==> src/rtl/wns_pkg.sv <==
package wns_pkg;
  typedef enum logic [1:0] {ST_IDLE, ST_BUSY, ST_RESP} state_e;

  localparam logic [2:0] OP_PUT_FULL = 3'd0;
  localparam logic [2:0] OP_GET      = 3'd4;
  localparam logic [2:0] OP_ACK      = 3'd0;
  localparam logic [2:0] OP_ACK_DATA = 3'd1;

  function automatic logic [7:0] data_intg(input logic [127:0] d);
    logic [7:0] r;
    r = '0;
    for (int i = 0; i < 16; i++) r ^= d[8*i +: 8];
    return r;
  endfunction

  function automatic logic [7:0] cmd_intg(input logic [2:0] op, input logic [2:0] size,
                                          input logic [31:0] addr, input logic [15:0] mask);
    logic [7:0] r;
    r = {5'b0, op} ^ {5'b0, size} ^ mask[7:0] ^ mask[15:8];
    for (int i = 0; i < 4; i++) r ^= addr[8*i +: 8];
    return r;
  endfunction

  function automatic logic [7:0] rsp_intg(input logic [2:0] op, input logic [2:0] size,
                                          input logic [7:0] src, input logic err);
    return {5'b0, op} ^ {5'b0, size} ^ src ^ {7'b0, err};
  endfunction
endpackage

==> src/rtl/wns_issue.sv <==
module wns_issue import wns_pkg::*; #(
  parameter int WIDE_W   = 128,
  parameter int NARROW_W = 32,
  parameter int ADDR_W   = 32
) (
  input  logic                         clk_i,
  input  logic                         rst_ni,
  input  logic                         start_i,
  input  logic [WIDE_W/NARROW_W-1:0]   lanes_i,
  input  logic [2:0]                   opcode_i,
  input  logic [ADDR_W-1:0]            addr_i,
  input  logic [WIDE_W-1:0]            data_i,
  input  logic [WIDE_W/8-1:0]          mask_i,
  output logic                         busy_o,
  output logic                         da_valid_o,
  input  logic                         da_ready_i,
  output logic [2:0]                   da_opcode_o,
  output logic [2:0]                   da_size_o,
  output logic [((WIDE_W/NARROW_W) > 1 ? $clog2(WIDE_W/NARROW_W) : 1)-1:0] da_source_o,
  output logic [ADDR_W-1:0]            da_address_o,
  output logic [NARROW_W/8-1:0]        da_mask_o,
  output logic [NARROW_W-1:0]          da_data_o,
  output logic [7:0]                   da_cmd_intg_o,
  output logic [7:0]                   da_data_intg_o
);
  localparam int LANES  = WIDE_W / NARROW_W;
  localparam int LB     = NARROW_W / 8;
  localparam int MASK_W = WIDE_W / 8;
  localparam int TAG_W  = (LANES > 1) ? $clog2(LANES) : 1;

  logic [LANES-1:0] pend_q;
  logic [TAG_W-1:0] sel;

  // lowest pending lane wins
  always_comb begin
    sel = '0;
    for (int i = LANES - 1; i >= 0; i--) begin
      if (pend_q[i]) sel = TAG_W'(i);
    end
  end

  always_ff @(posedge clk_i or negedge rst_ni) begin
    if (!rst_ni)                        pend_q      <= '0;
    else if (start_i)                   pend_q      <= lanes_i;
    else if (da_valid_o && da_ready_i)  pend_q[sel] <= 1'b0;
  end

  assign busy_o       = |pend_q;
  assign da_valid_o   = |pend_q;
  assign da_opcode_o  = opcode_i;
  assign da_size_o    = 3'($clog2(LB));
  assign da_source_o  = sel;
  assign da_address_o = (addr_i & ~ADDR_W'(MASK_W - 1)) + ADDR_W'(sel) * ADDR_W'(LB);
  assign da_data_o    = data_i[sel*NARROW_W +: NARROW_W];
  assign da_mask_o    = mask_i[sel*LB +: LB];

  assign da_cmd_intg_o  = cmd_intg(da_opcode_o, da_size_o, 32'(da_address_o), 16'(da_mask_o));
  assign da_data_intg_o = data_intg(128'(da_data_o));

  a_r4_hold_beat: assert property (@(posedge clk_i) disable iff (!rst_ni)
    (da_valid_o && !da_ready_i) |=> (da_valid_o && $stable(da_address_o) && $stable(da_source_o)));

  a_r3_beat_has_bytes: assert property (@(posedge clk_i) disable iff (!rst_ni)
    da_valid_o |-> (da_mask_o != '0));
endmodule

==> src/rtl/wns_collect.sv <==
module wns_collect import wns_pkg::*; #(
  parameter int WIDE_W   = 128,
  parameter int NARROW_W = 32
) (
  input  logic                         clk_i,
  input  logic                         rst_ni,
  input  logic                         start_i,
  input  logic [WIDE_W/NARROW_W-1:0]   lanes_i,
  input  logic                         is_get_i,
  input  logic                         dd_valid_i,
  output logic                         dd_ready_o,
  input  logic [2:0]                   dd_opcode_i,
  input  logic [2:0]                   dd_size_i,
  input  logic [((WIDE_W/NARROW_W) > 1 ? $clog2(WIDE_W/NARROW_W) : 1)-1:0] dd_source_i,
  input  logic [NARROW_W-1:0]          dd_data_i,
  input  logic                         dd_error_i,
  input  logic [7:0]                   dd_rsp_intg_i,
  input  logic [7:0]                   dd_data_intg_i,
  output logic                         busy_o,
  output logic [WIDE_W-1:0]            rdata_o,
  output logic                         err_o
);
  localparam int LANES = WIDE_W / NARROW_W;
  localparam int TAG_W = (LANES > 1) ? $clog2(LANES) : 1;

  logic [LANES-1:0] pend_q;
  logic             err_q;
  logic             hit;
  logic             bad_chk;

  assign dd_ready_o = |pend_q;
  assign busy_o     = |pend_q;
  assign hit        = dd_valid_i && dd_ready_o && pend_q[dd_source_i];
  assign bad_chk    = (dd_rsp_intg_i != rsp_intg(dd_opcode_i, dd_size_i, 8'(dd_source_i), dd_error_i))
                   || (dd_data_intg_i != data_intg(128'(dd_data_i)));

  always_ff @(posedge clk_i or negedge rst_ni) begin
    if (!rst_ni) begin
      pend_q <= '0;
      err_q  <= 1'b0;
    end else if (start_i) begin
      pend_q <= lanes_i;
      err_q  <= 1'b0;
    end else if (hit) begin
      pend_q[dd_source_i] <= 1'b0;
      err_q               <= err_q | dd_error_i | bad_chk;
    end
  end

  for (genvar g = 0; g < LANES; g++) begin : g_lane
    logic [NARROW_W-1:0] lane_q;
    always_ff @(posedge clk_i or negedge rst_ni) begin
      if (!rst_ni)                                             lane_q <= '0;
      else if (start_i)                                        lane_q <= '0;
      else if (hit && is_get_i && dd_source_i == TAG_W'(g))    lane_q <= dd_data_i;
    end
    assign rdata_o[g*NARROW_W +: NARROW_W] = lane_q;
  end

  assign err_o = err_q;

  a_r9_dev_error_sets: assert property (@(posedge clk_i) disable iff (!rst_ni)
    (hit && dd_error_i && !start_i) |=> err_o);

  a_r6_ack_known_tag: assert property (@(posedge clk_i) disable iff (!rst_ni)
    (dd_valid_i && dd_ready_o) |-> pend_q[dd_source_i]);
endmodule

==> src/rtl/wide_narrow_splitter.sv <==
module wide_narrow_splitter import wns_pkg::*; #(
  parameter int WIDE_W   = 128,
  parameter int NARROW_W = 32,
  parameter int ADDR_W   = 32,
  parameter int SRC_W    = 8,
  localparam int LANES   = WIDE_W / NARROW_W,
  localparam int TAG_W   = (LANES > 1) ? $clog2(LANES) : 1,
  localparam int MASK_W  = WIDE_W / 8,
  localparam int LB      = NARROW_W / 8
) (
  input  logic                 clk_i,
  input  logic                 rst_ni,
  input  logic                 ha_valid_i,
  output logic                 ha_ready_o,
  input  logic [2:0]           ha_opcode_i,
  input  logic [2:0]           ha_size_i,
  input  logic [SRC_W-1:0]     ha_source_i,
  input  logic [ADDR_W-1:0]    ha_address_i,
  input  logic [MASK_W-1:0]    ha_mask_i,
  input  logic [WIDE_W-1:0]    ha_data_i,
  output logic                 hd_valid_o,
  input  logic                 hd_ready_i,
  output logic [2:0]           hd_opcode_o,
  output logic [2:0]           hd_size_o,
  output logic [SRC_W-1:0]     hd_source_o,
  output logic [WIDE_W-1:0]    hd_data_o,
  output logic                 hd_error_o,
  output logic [7:0]           hd_rsp_intg_o,
  output logic [7:0]           hd_data_intg_o,
  output logic                 da_valid_o,
  input  logic                 da_ready_i,
  output logic [2:0]           da_opcode_o,
  output logic [2:0]           da_size_o,
  output logic [TAG_W-1:0]     da_source_o,
  output logic [ADDR_W-1:0]    da_address_o,
  output logic [LB-1:0]        da_mask_o,
  output logic [NARROW_W-1:0]  da_data_o,
  output logic [7:0]           da_cmd_intg_o,
  output logic [7:0]           da_data_intg_o,
  input  logic                 dd_valid_i,
  output logic                 dd_ready_o,
  input  logic [2:0]           dd_opcode_i,
  input  logic [2:0]           dd_size_i,
  input  logic [TAG_W-1:0]     dd_source_i,
  input  logic [NARROW_W-1:0]  dd_data_i,
  input  logic                 dd_error_i,
  input  logic [7:0]           dd_rsp_intg_i,
  input  logic [7:0]           dd_data_intg_i
);
  state_e              state_q, state_d;
  logic [2:0]          op_q, size_q;
  logic [SRC_W-1:0]    src_q;
  logic [ADDR_W-1:0]   addr_q;
  logic [WIDE_W-1:0]   data_q;
  logic [MASK_W-1:0]   mask_q;
  logic [LANES-1:0]    lanes_c;
  logic                accept, is_get_q, issue_busy, ack_busy, err_w;
  logic [WIDE_W-1:0]   rdata_w;

  for (genvar g = 0; g < LANES; g++) begin : g_sel
    assign lanes_c[g] = |ha_mask_i[g*LB +: LB];
  end

  assign ha_ready_o = (state_q == ST_IDLE);
  assign accept     = ha_valid_i && ha_ready_o;
  assign is_get_q   = (op_q == OP_GET);

  always_comb begin
    state_d = state_q;
    unique case (state_q)
      ST_IDLE: if (accept)                    state_d = ST_BUSY;
      ST_BUSY: if (!issue_busy && !ack_busy)  state_d = ST_RESP;
      ST_RESP: if (hd_ready_i)                state_d = ST_IDLE;
      default:                                state_d = ST_IDLE;
    endcase
  end

  always_ff @(posedge clk_i or negedge rst_ni) begin
    if (!rst_ni) begin
      state_q <= ST_IDLE;
      op_q    <= '0;
      size_q  <= '0;
      src_q   <= '0;
      addr_q  <= '0;
      data_q  <= '0;
      mask_q  <= '0;
    end else begin
      state_q <= state_d;
      if (accept) begin
        op_q   <= ha_opcode_i;
        size_q <= ha_size_i;
        src_q  <= ha_source_i;
        addr_q <= ha_address_i;
        data_q <= ha_data_i;
        mask_q <= ha_mask_i;
      end
    end
  end

  wns_issue #(.WIDE_W(WIDE_W), .NARROW_W(NARROW_W), .ADDR_W(ADDR_W)) u_issue (
    .clk_i         (clk_i),
    .rst_ni        (rst_ni),
    .start_i       (accept),
    .lanes_i       (lanes_c),
    .opcode_i      (op_q),
    .addr_i        (addr_q),
    .data_i        (data_q),
    .mask_i        (mask_q),
    .busy_o        (issue_busy),
    .da_valid_o    (da_valid_o),
    .da_ready_i    (da_ready_i),
    .da_opcode_o   (da_opcode_o),
    .da_size_o     (da_size_o),
    .da_source_o   (da_source_o),
    .da_address_o  (da_address_o),
    .da_mask_o     (da_mask_o),
    .da_data_o     (da_data_o),
    .da_cmd_intg_o (da_cmd_intg_o),
    .da_data_intg_o(da_data_intg_o)
  );

  wns_collect #(.WIDE_W(WIDE_W), .NARROW_W(NARROW_W)) u_collect (
    .clk_i         (clk_i),
    .rst_ni        (rst_ni),
    .start_i       (accept),
    .lanes_i       (lanes_c),
    .is_get_i      (is_get_q),
    .dd_valid_i    (dd_valid_i),
    .dd_ready_o    (dd_ready_o),
    .dd_opcode_i   (dd_opcode_i),
    .dd_size_i     (dd_size_i),
    .dd_source_i   (dd_source_i),
    .dd_data_i     (dd_data_i),
    .dd_error_i    (dd_error_i),
    .dd_rsp_intg_i (dd_rsp_intg_i),
    .dd_data_intg_i(dd_data_intg_i),
    .busy_o        (ack_busy),
    .rdata_o       (rdata_w),
    .err_o         (err_w)
  );

  assign hd_valid_o     = (state_q == ST_RESP);
  assign hd_opcode_o    = is_get_q ? OP_ACK_DATA : OP_ACK;
  assign hd_size_o      = size_q;
  assign hd_source_o    = src_q;
  assign hd_data_o      = rdata_w;
  assign hd_error_o     = err_w;
  assign hd_rsp_intg_o  = rsp_intg(hd_opcode_o, hd_size_o, 8'(hd_source_o), hd_error_o);
  assign hd_data_intg_o = data_intg(128'(hd_data_o));

  a_r1_ready_low_busy: assert property (@(posedge clk_i) disable iff (!rst_ni)
    accept |=> !ha_ready_o);

  a_r11_resp_hold: assert property (@(posedge clk_i) disable iff (!rst_ni)
    (hd_valid_o && !hd_ready_i) |=>
      (hd_valid_o && $stable(hd_source_o) && $stable(hd_data_o) && $stable(hd_error_o)));

  a_r6_resp_after_acks: assert property (@(posedge clk_i) disable iff (!rst_ni)
    hd_valid_o |-> (!ack_busy && !issue_busy && !da_valid_o));

  a_r3_empty_mask_no_beat: assert property (@(posedge clk_i) disable iff (!rst_ni)
    (accept && ha_mask_i == '0) |=> !da_valid_o);
endmodule

==> config.mk <==
export PLATFORM = sky130hd
export DESIGN_NAME = wide_narrow_splitter
export DESIGN_NICKNAME = d
export VERILOG_FILES = /design/src/rtl/wns_pkg.sv /design/src/rtl/wns_issue.sv /design/src/rtl/wns_collect.sv /design/src/rtl/wide_narrow_splitter.sv
export SDC_FILE = /design/constraint.sdc
export NUM_CORES = 1
export LEC_CHECK = 0
export BUFFER_PORTS_ARGS = -buffer_cell sky130_fd_sc_hd__buf_2
export CAP_MARGIN = 20
export CORE_AREA = 2 2 199 201
export DETAILED_ROUTE_END_ITERATION = 8
export DIE_AREA = 0 0 201 203
export PLACE_DENSITY = 0.78
export RECOVER_POWER = 100
export SLEW_MARGIN = 5
export SYNTH_ARGS = -nofsm -noshare
export SYNTH_HDL_FRONTEND = slang
export SYNTH_SLANG_ARGS = --single-unit
==> constraint.sdc <==
create_clock -name clk_i -period 2.24 [get_ports clk_i]
set_clock_uncertainty 0.1 [all_clocks]
set_input_delay 0.448 -clock clk_i [delete_from_list [all_inputs] [get_ports clk_i]]
set_output_delay 0.448 -clock clk_i [all_outputs]
set_load 0.03 [all_outputs]
== Word level (Yosys, flattened, before mapping) ==
Cells that the tools add are included.
Word-level totals
  register bits: 329
  input bits: 253
  word-level logic and storage cells: 130
Cells by class
  add/sub/neg operators: 1
  $lt $le $gt $ge: 4
  equality and inequality tests: 11
  shift operators: 2
  muxes and demuxes: 29
  bitwise logic cells: 39
  reductions and logical operators: 30
Operators by type and width (number)
  2-to-1 mux 32 bit: 8
  XOR 8 bit: 25
  variable part select 128 x 8 -> 32 bit: 1
  adder 32 x 4 -> 32 bit: 1
  OR reduction 4 bit: 6
  2-to-1 mux 4 bit: 4
  != test 8 bit: 2
  variable part select 16 x 5 -> 4 bit: 1
  XOR 8 x 1 -> 8 bit: 2
  2-to-1 mux 2 bit: 7
  logical AND 1 bit: 12
  nonzero test 2 bit: 6
  AND 4 bit: 2
  NOT 4 bit: 2
  XOR 3 x 8 -> 8 bit: 1
  XOR 8 x 2 -> 8 bit: 1
  equality test 2 bit, second input constant: 3
  < comparator 2 x 3 -> 1 bit, second input constant: 2
  2-to-1 mux 1 bit: 6
  case mux 2 bit (3 select lines): 1
  demux 1 bit (select 2 bit): 2
  equality test 2 x 1 -> 1 bit, second input constant: 2
  greater-or-equal comparator 2 x 1 -> 1 bit, second input constant: 2
  logical NOT 2 bit: 2
  other kinds (12): 15

== Longest topological paths before layout ==
  word-level depth: 15
  depth in mapped cells: 8
  gate-level depth less buffers: 5

== Cells and area by module ==
Synthesis repeated with hierarchy kept, for this count alone.
Second synthesis, totals
  cell total of the unflattened synthesis: 1482
  area, all modules: 17729.5 µm²
Modules (own cells, without submodules)
  wide_narrow_splitter: times used 1, cells each 551, area each 9326.4 µm², sequential area each 4804.6 µm²
  wns_collect: times used 1, cells each 594, area each 5813.1 µm², sequential area each 3328.2 µm²
  wns_issue: times used 1, cells each 337, area each 2590.0 µm², sequential area each 100.1 µm²

== Least setup slack after synthesis ==
OpenSTA, ideal clock, no wires.
  path type: flip-flop to output port
  start point: register u_issue.pend_q[2]
  end point: output port da_cmd_intg_o[0]
  arrival: 2.238 ns
  data required time: 1.692 ns
  setup slack: -0.546 ns
  stages on the path, launching flop included: 7
  buffers on the path: 2
  path through: dfrtp_1 -> buf_2 -> buf_4 -> nor2b_1 -> a22oi_1 -> o21ai_0 -> xnor2_1
On the way
  cells in the longest elaborated chain, start to end: 9
  elaborated cells on any way between the ends: 10
Ends and longest elaborated chain
  start: declaration: line wns_issue.sv:31  | logic [LANES-1:0] pend_q;
  start signal: assignment: line wns_issue.sv:44  | else if (start_i) pend_q <= lanes_i;
  2-to-1 mux 2 bit (3 in series): line wns_issue.sv:38  | if (pend_q[i]) sel = TAG_W'(i);
  variable part select 16 x 5 -> 4 bit: line wns_issue.sv:55  | assign da_mask_o = mask_i[sel*LB +: LB];
  via da_mask_o[0]: line wide_narrow_splitter.sv:36  | output logic [LB-1:0] da_mask_o,
  XOR 3 x 4 -> 4 bit: line wns_pkg.sv:19  | r = {5'b0, op} ^ {5'b0, size} ^ mask[7:0] ^ mask[15:8];
  XOR 8 bit (4 in series): line wns_pkg.sv:20  | for (int i = 0; i < 4; i++) r ^= addr[8*i +: 8];
  end: declaration: line wide_narrow_splitter.sv:38  | output logic [7:0] da_cmd_intg_o,
The timed path passes the listed nets, and every way through them passes these cells.

== Worst setup path in the final report ==
  start point: register u_issue.pend_q[1]
  end point: output port da_data_intg_o[1]
On the way
  cells in the longest elaborated chain, start to end: 6
Ends and longest elaborated chain
  2-to-1 mux 2 bit * (2 in series): line wns_issue.sv:38
  variable part select 128 x 8 -> 32 bit *: line wns_issue.sv:54  | assign da_data_o = data_i[sel*NARROW_W +: NARROW_W];
  XOR 8 bit (2 in series): line wns_pkg.sv:12  | for (int i = 0; i < 16; i++) r ^= d[8*i +: 8];
  XOR 8 bit *: line wns_pkg.sv:12
  end: declaration: line wide_narrow_splitter.sv:39  | output logic [7:0] da_data_intg_o,
Mark *: on every way between the ends. The rest lies on a longest branch, timed or not.

==> flow_summary_export.csv <==
group,metric,value,unit
run_status,status,"finished, violations left",
run_status,violations,"negative setup slack",
grt,antenna_found_initial,9,
timing,setup_slack,-0.805,ns
critical_path,path_class,"flop to output pin",
critical_path,end_kind,"output pin",
routing,wl,55400,um
synthesis,synthAdderAreaFrac,0,
final_layout,nets,2566,
timing,post-route-min-period,3.04,ns
final_layout,drive_gt1_frac,0.262,
synthesis,synth-edff-count,0,
grt,grt_max_degree,70,
cts,htree_levels,2,
run,drv_cap,0,
cts,cts_sinks,325,
synthesis,yosys.area.top_type,"dfrtp_1",
timing,rsz0062_at_grt,"true",
synthesis,syn_inst,1723,
min_path,hold_class,"input pin to flop",
routing,wl_per_cell,19.3,um
floorplanning,coreArea,38500,um2
floorplanning,initial_core_util,0.402,
critical_path,crit_chain,"nor2_2, and3_4, buf_4, a221o_2, xnor2_4, xnor2_2, buf_4",
synthesis,synth_area,15500,um2
synthesis,yosys-top-cells-area,"dfrtp_1, nand2_1, xnor2_1",
critical_path,required,1.69,ns
grt,grt_usage,0.260,
critical_path,crit_top_cell,"buf_4",
synthesis,ys_ff_latch,325,
synthesis,ys_top_cells_by_count,"nand2_1, dfrtp_1, xnor2_1, o21ai_0, clkbuf_1",
routing,vias,14800,
grt,grt_pass1_vias,14700,
synthesis,synth_top_cell_area_share,0.526,
cts,clkTransAtPathRegs,0.06,ns
critical_path,crit_path_top_delay_cell,"dfrtp_2",
synthesis,ys_warn_count,0,
synthesis,ys_async_sr_fraction,1.00,
timing,relSlewSlack,0.362,
routing,first_pass_iters,5,
routing,drcViolationCount,0,
floorplanning,io_pins,508,
placed_design,routabilityCongestion,0.976,
cts,cts_buffer_depth,3,
floorplanning,die_h,203,um
timing,setup_viol,78,
synthesis,syn_area_per_cell,8.97,um2
cts,cts_tree,"done",
floorplanning,rows,72,
routing,avgViaCountPerCell,5.18,
timing,min_period_over_period,1.36,
grt,grt_first_pass_wirelength,83200,um
routing,drtIter0Drc,1100,
synthesis,ys_types,40,
critical_path,cp.arrival,2.50,ns
timing,max_freq,328,MHz
synthesis,synth.most_common_cell,"nand2_1",
critical_path,max_stage_delay,0.45,ns
synthesis,synth_compound_area_frac,0.0928,
timing,finalHoldViolCount,0,
grt,grt_overflow,0,
cts,cts_made_buffers,36,
synthesis,synth_top_family_by_area,"simple AND/OR/NAND/NOR gates",
routing,detail-route-antenna-nets,0,
synthesis,yosys-mux-area-fraction,0.00146,
placed_design,hpwl,38300,um
timing,setup_tns,-28.52,ns
cts,clkLatencyLatePin,0.53,ns
synthesis,yosys.area_share.simple,0.212,
floorplanning,die_area,40800,um2
critical_path,path_buf_inv,2,
placed_design,numPortBuffers,496,
final_layout,syn_to_final_growth,37.3,%
synthesis,synth_xor_area_frac,0.127,
floorplanning,die_width,201,um
critical_path,crit_family,"simple AND/OR/NAND/NOR gates",
timing,worst_pin_slew,0.958,ns
critical_path,worstSetupStartpointType,"flop",
critical_path,critPathMaxFanout,8,
synthesis,synthFlopType,"dfrtp_1",
cts,cts_root_buf,"clkbuf_16",
synthesis,synth_seq_area_share,0.526,
timing,report.final.slew_viol_count,0,
[metrics by stage]
stage / cells / hold WS [ns] / area [um2] / utilization / setup WS (ns)
after floorplan: 1728 / 0.0524 / 15600 / - / -0.199
after global placement: 2687 / 0.350 / 18800 / 0.489 / -0.290
after detailed placement: 2687 / 0.346 / 18800 / 0.489 / -0.371
after CTS: 2848 / 0.000158 / 21300 / 0.554 / -0.796
after global routing: 2860 / 0.00462 / 21200 / 0.551 / -0.878
final: 2863 / 0.0155 / 21200 / 0.551 / -0.805
[final cells by class]
| cell class | count | area, um2 |
|---|---|---|
| timing repair buffer | 659 | 3780 |
| clock buffer | 50 | 1050 |
| clock inverter | 13 | 194 |
| antenna | 7 | 17.5 |
| sequential | 325 | 8150 |
| tap | 518 | 648 |
| inverter | 6 | 25.0 |
| fill | 3271 | 17300 |
| multi-input combinational | 1285 | 7360 |
[registers in the layout, summed over array words and instances, names as in the netlist]
signal	count
u_collect.pend_q	4
addr_q	28
data_q	128
hd_size_o	3
state_q	2
mask_q	16
u_issue.pend_q	4
u_collect.g_lane.lane_q	128
u_collect.err_o	1
hd_source_o	8
op_q	3
[routing by layer]
layer	share of wire	global-route usage
met5	0.00076	0
met4	0.056	0.132
met3	0.083	0.0533
met2	0.49	0.450
met1	0.37	0.307
[cell families (layout without fill, tap and decap cells)]
logic type	count (synthesis)	after routing
other	2	14
xor gates and xnor gates	218	218
AOI/OAI and AO/OA	234	234
and+or+nand+nor	823	825
muxes	1	1
buffers and inverters	120	728
DFF	325	325
[layout by cell type (no fill, tap or decap), types with 6 or more instances in the layout]
| cell type | instances |
|---|---|
| dfrtp_1 | 313 |
| nor4_1 | 6 |
| buf_4 | 101 |
| dfrtp_2 | 12 |
| a21oi_1 | 38 |
| xnor2_1 | 136 |
| o21ai_0 | 126 |
| a221o_2 | 27 |
| clkbuf_2 | 9 |
| xnor2_2 | 50 |
| clkbuf_16 | 38 |
| conb_1 | 7 |
| buf_2 | 291 |
| xor2_2 | 10 |
| nor2_1 | 6 |
| xor2_1 | 17 |
| diode_2 | 7 |
| dlygate4sd3_1 | 43 |
| buf_6 | 19 |
| nand3b_1 | 33 |
| o21ai_1 | 10 |
| a22oi_1 | 6 |
| clkbuf_1 | 190 |
| nand2_1 | 755 |
| buf_12 | 6 |
[tightest hold or removal path, stage by stage]
cell,delay (ns)
buf_2,0.08
nand2_1,0.04
nand2_1,0.05
[path summary, 6_finish.rpt]
| path | slack, ns | end | from | cells after the start |
|---|---|---|---|---|
| worst max-delay path | -0.80 | da_data_intg_o[1] | u_issue.pend_q[1] | 7 |
| worst min-delay path | 0.02 | data_q[101] | ha_data_i[101] | 3 |
| worst max register to register | -0.05 | u_collect.g_lane[0].lane_q[15] | op_q[0] | 7 |
| worst min register to register | 0.38 | data_q[3] | data_q[3] | 2 |
| max in group asynchronous | 0.24 | op_q[1] | rst_ni | 3 |
| min in group asynchronous | 0.54 | u_collect.g_lane[3].lane_q[23] | rst_ni | 2 |
[what timing repair did]
item,in CTS,in global routing
cloned,2,0
gates resized for setup,87,40
endpoints found under the setup margin,63,64
pin swaps,65,28
setup buffers,55,7
hold buffers,42,1
hold endpoints to repair,92,1
Power is not shown: default switching activity piles up to over one toggle a cycle in this logic, so the estimate is an artifact.
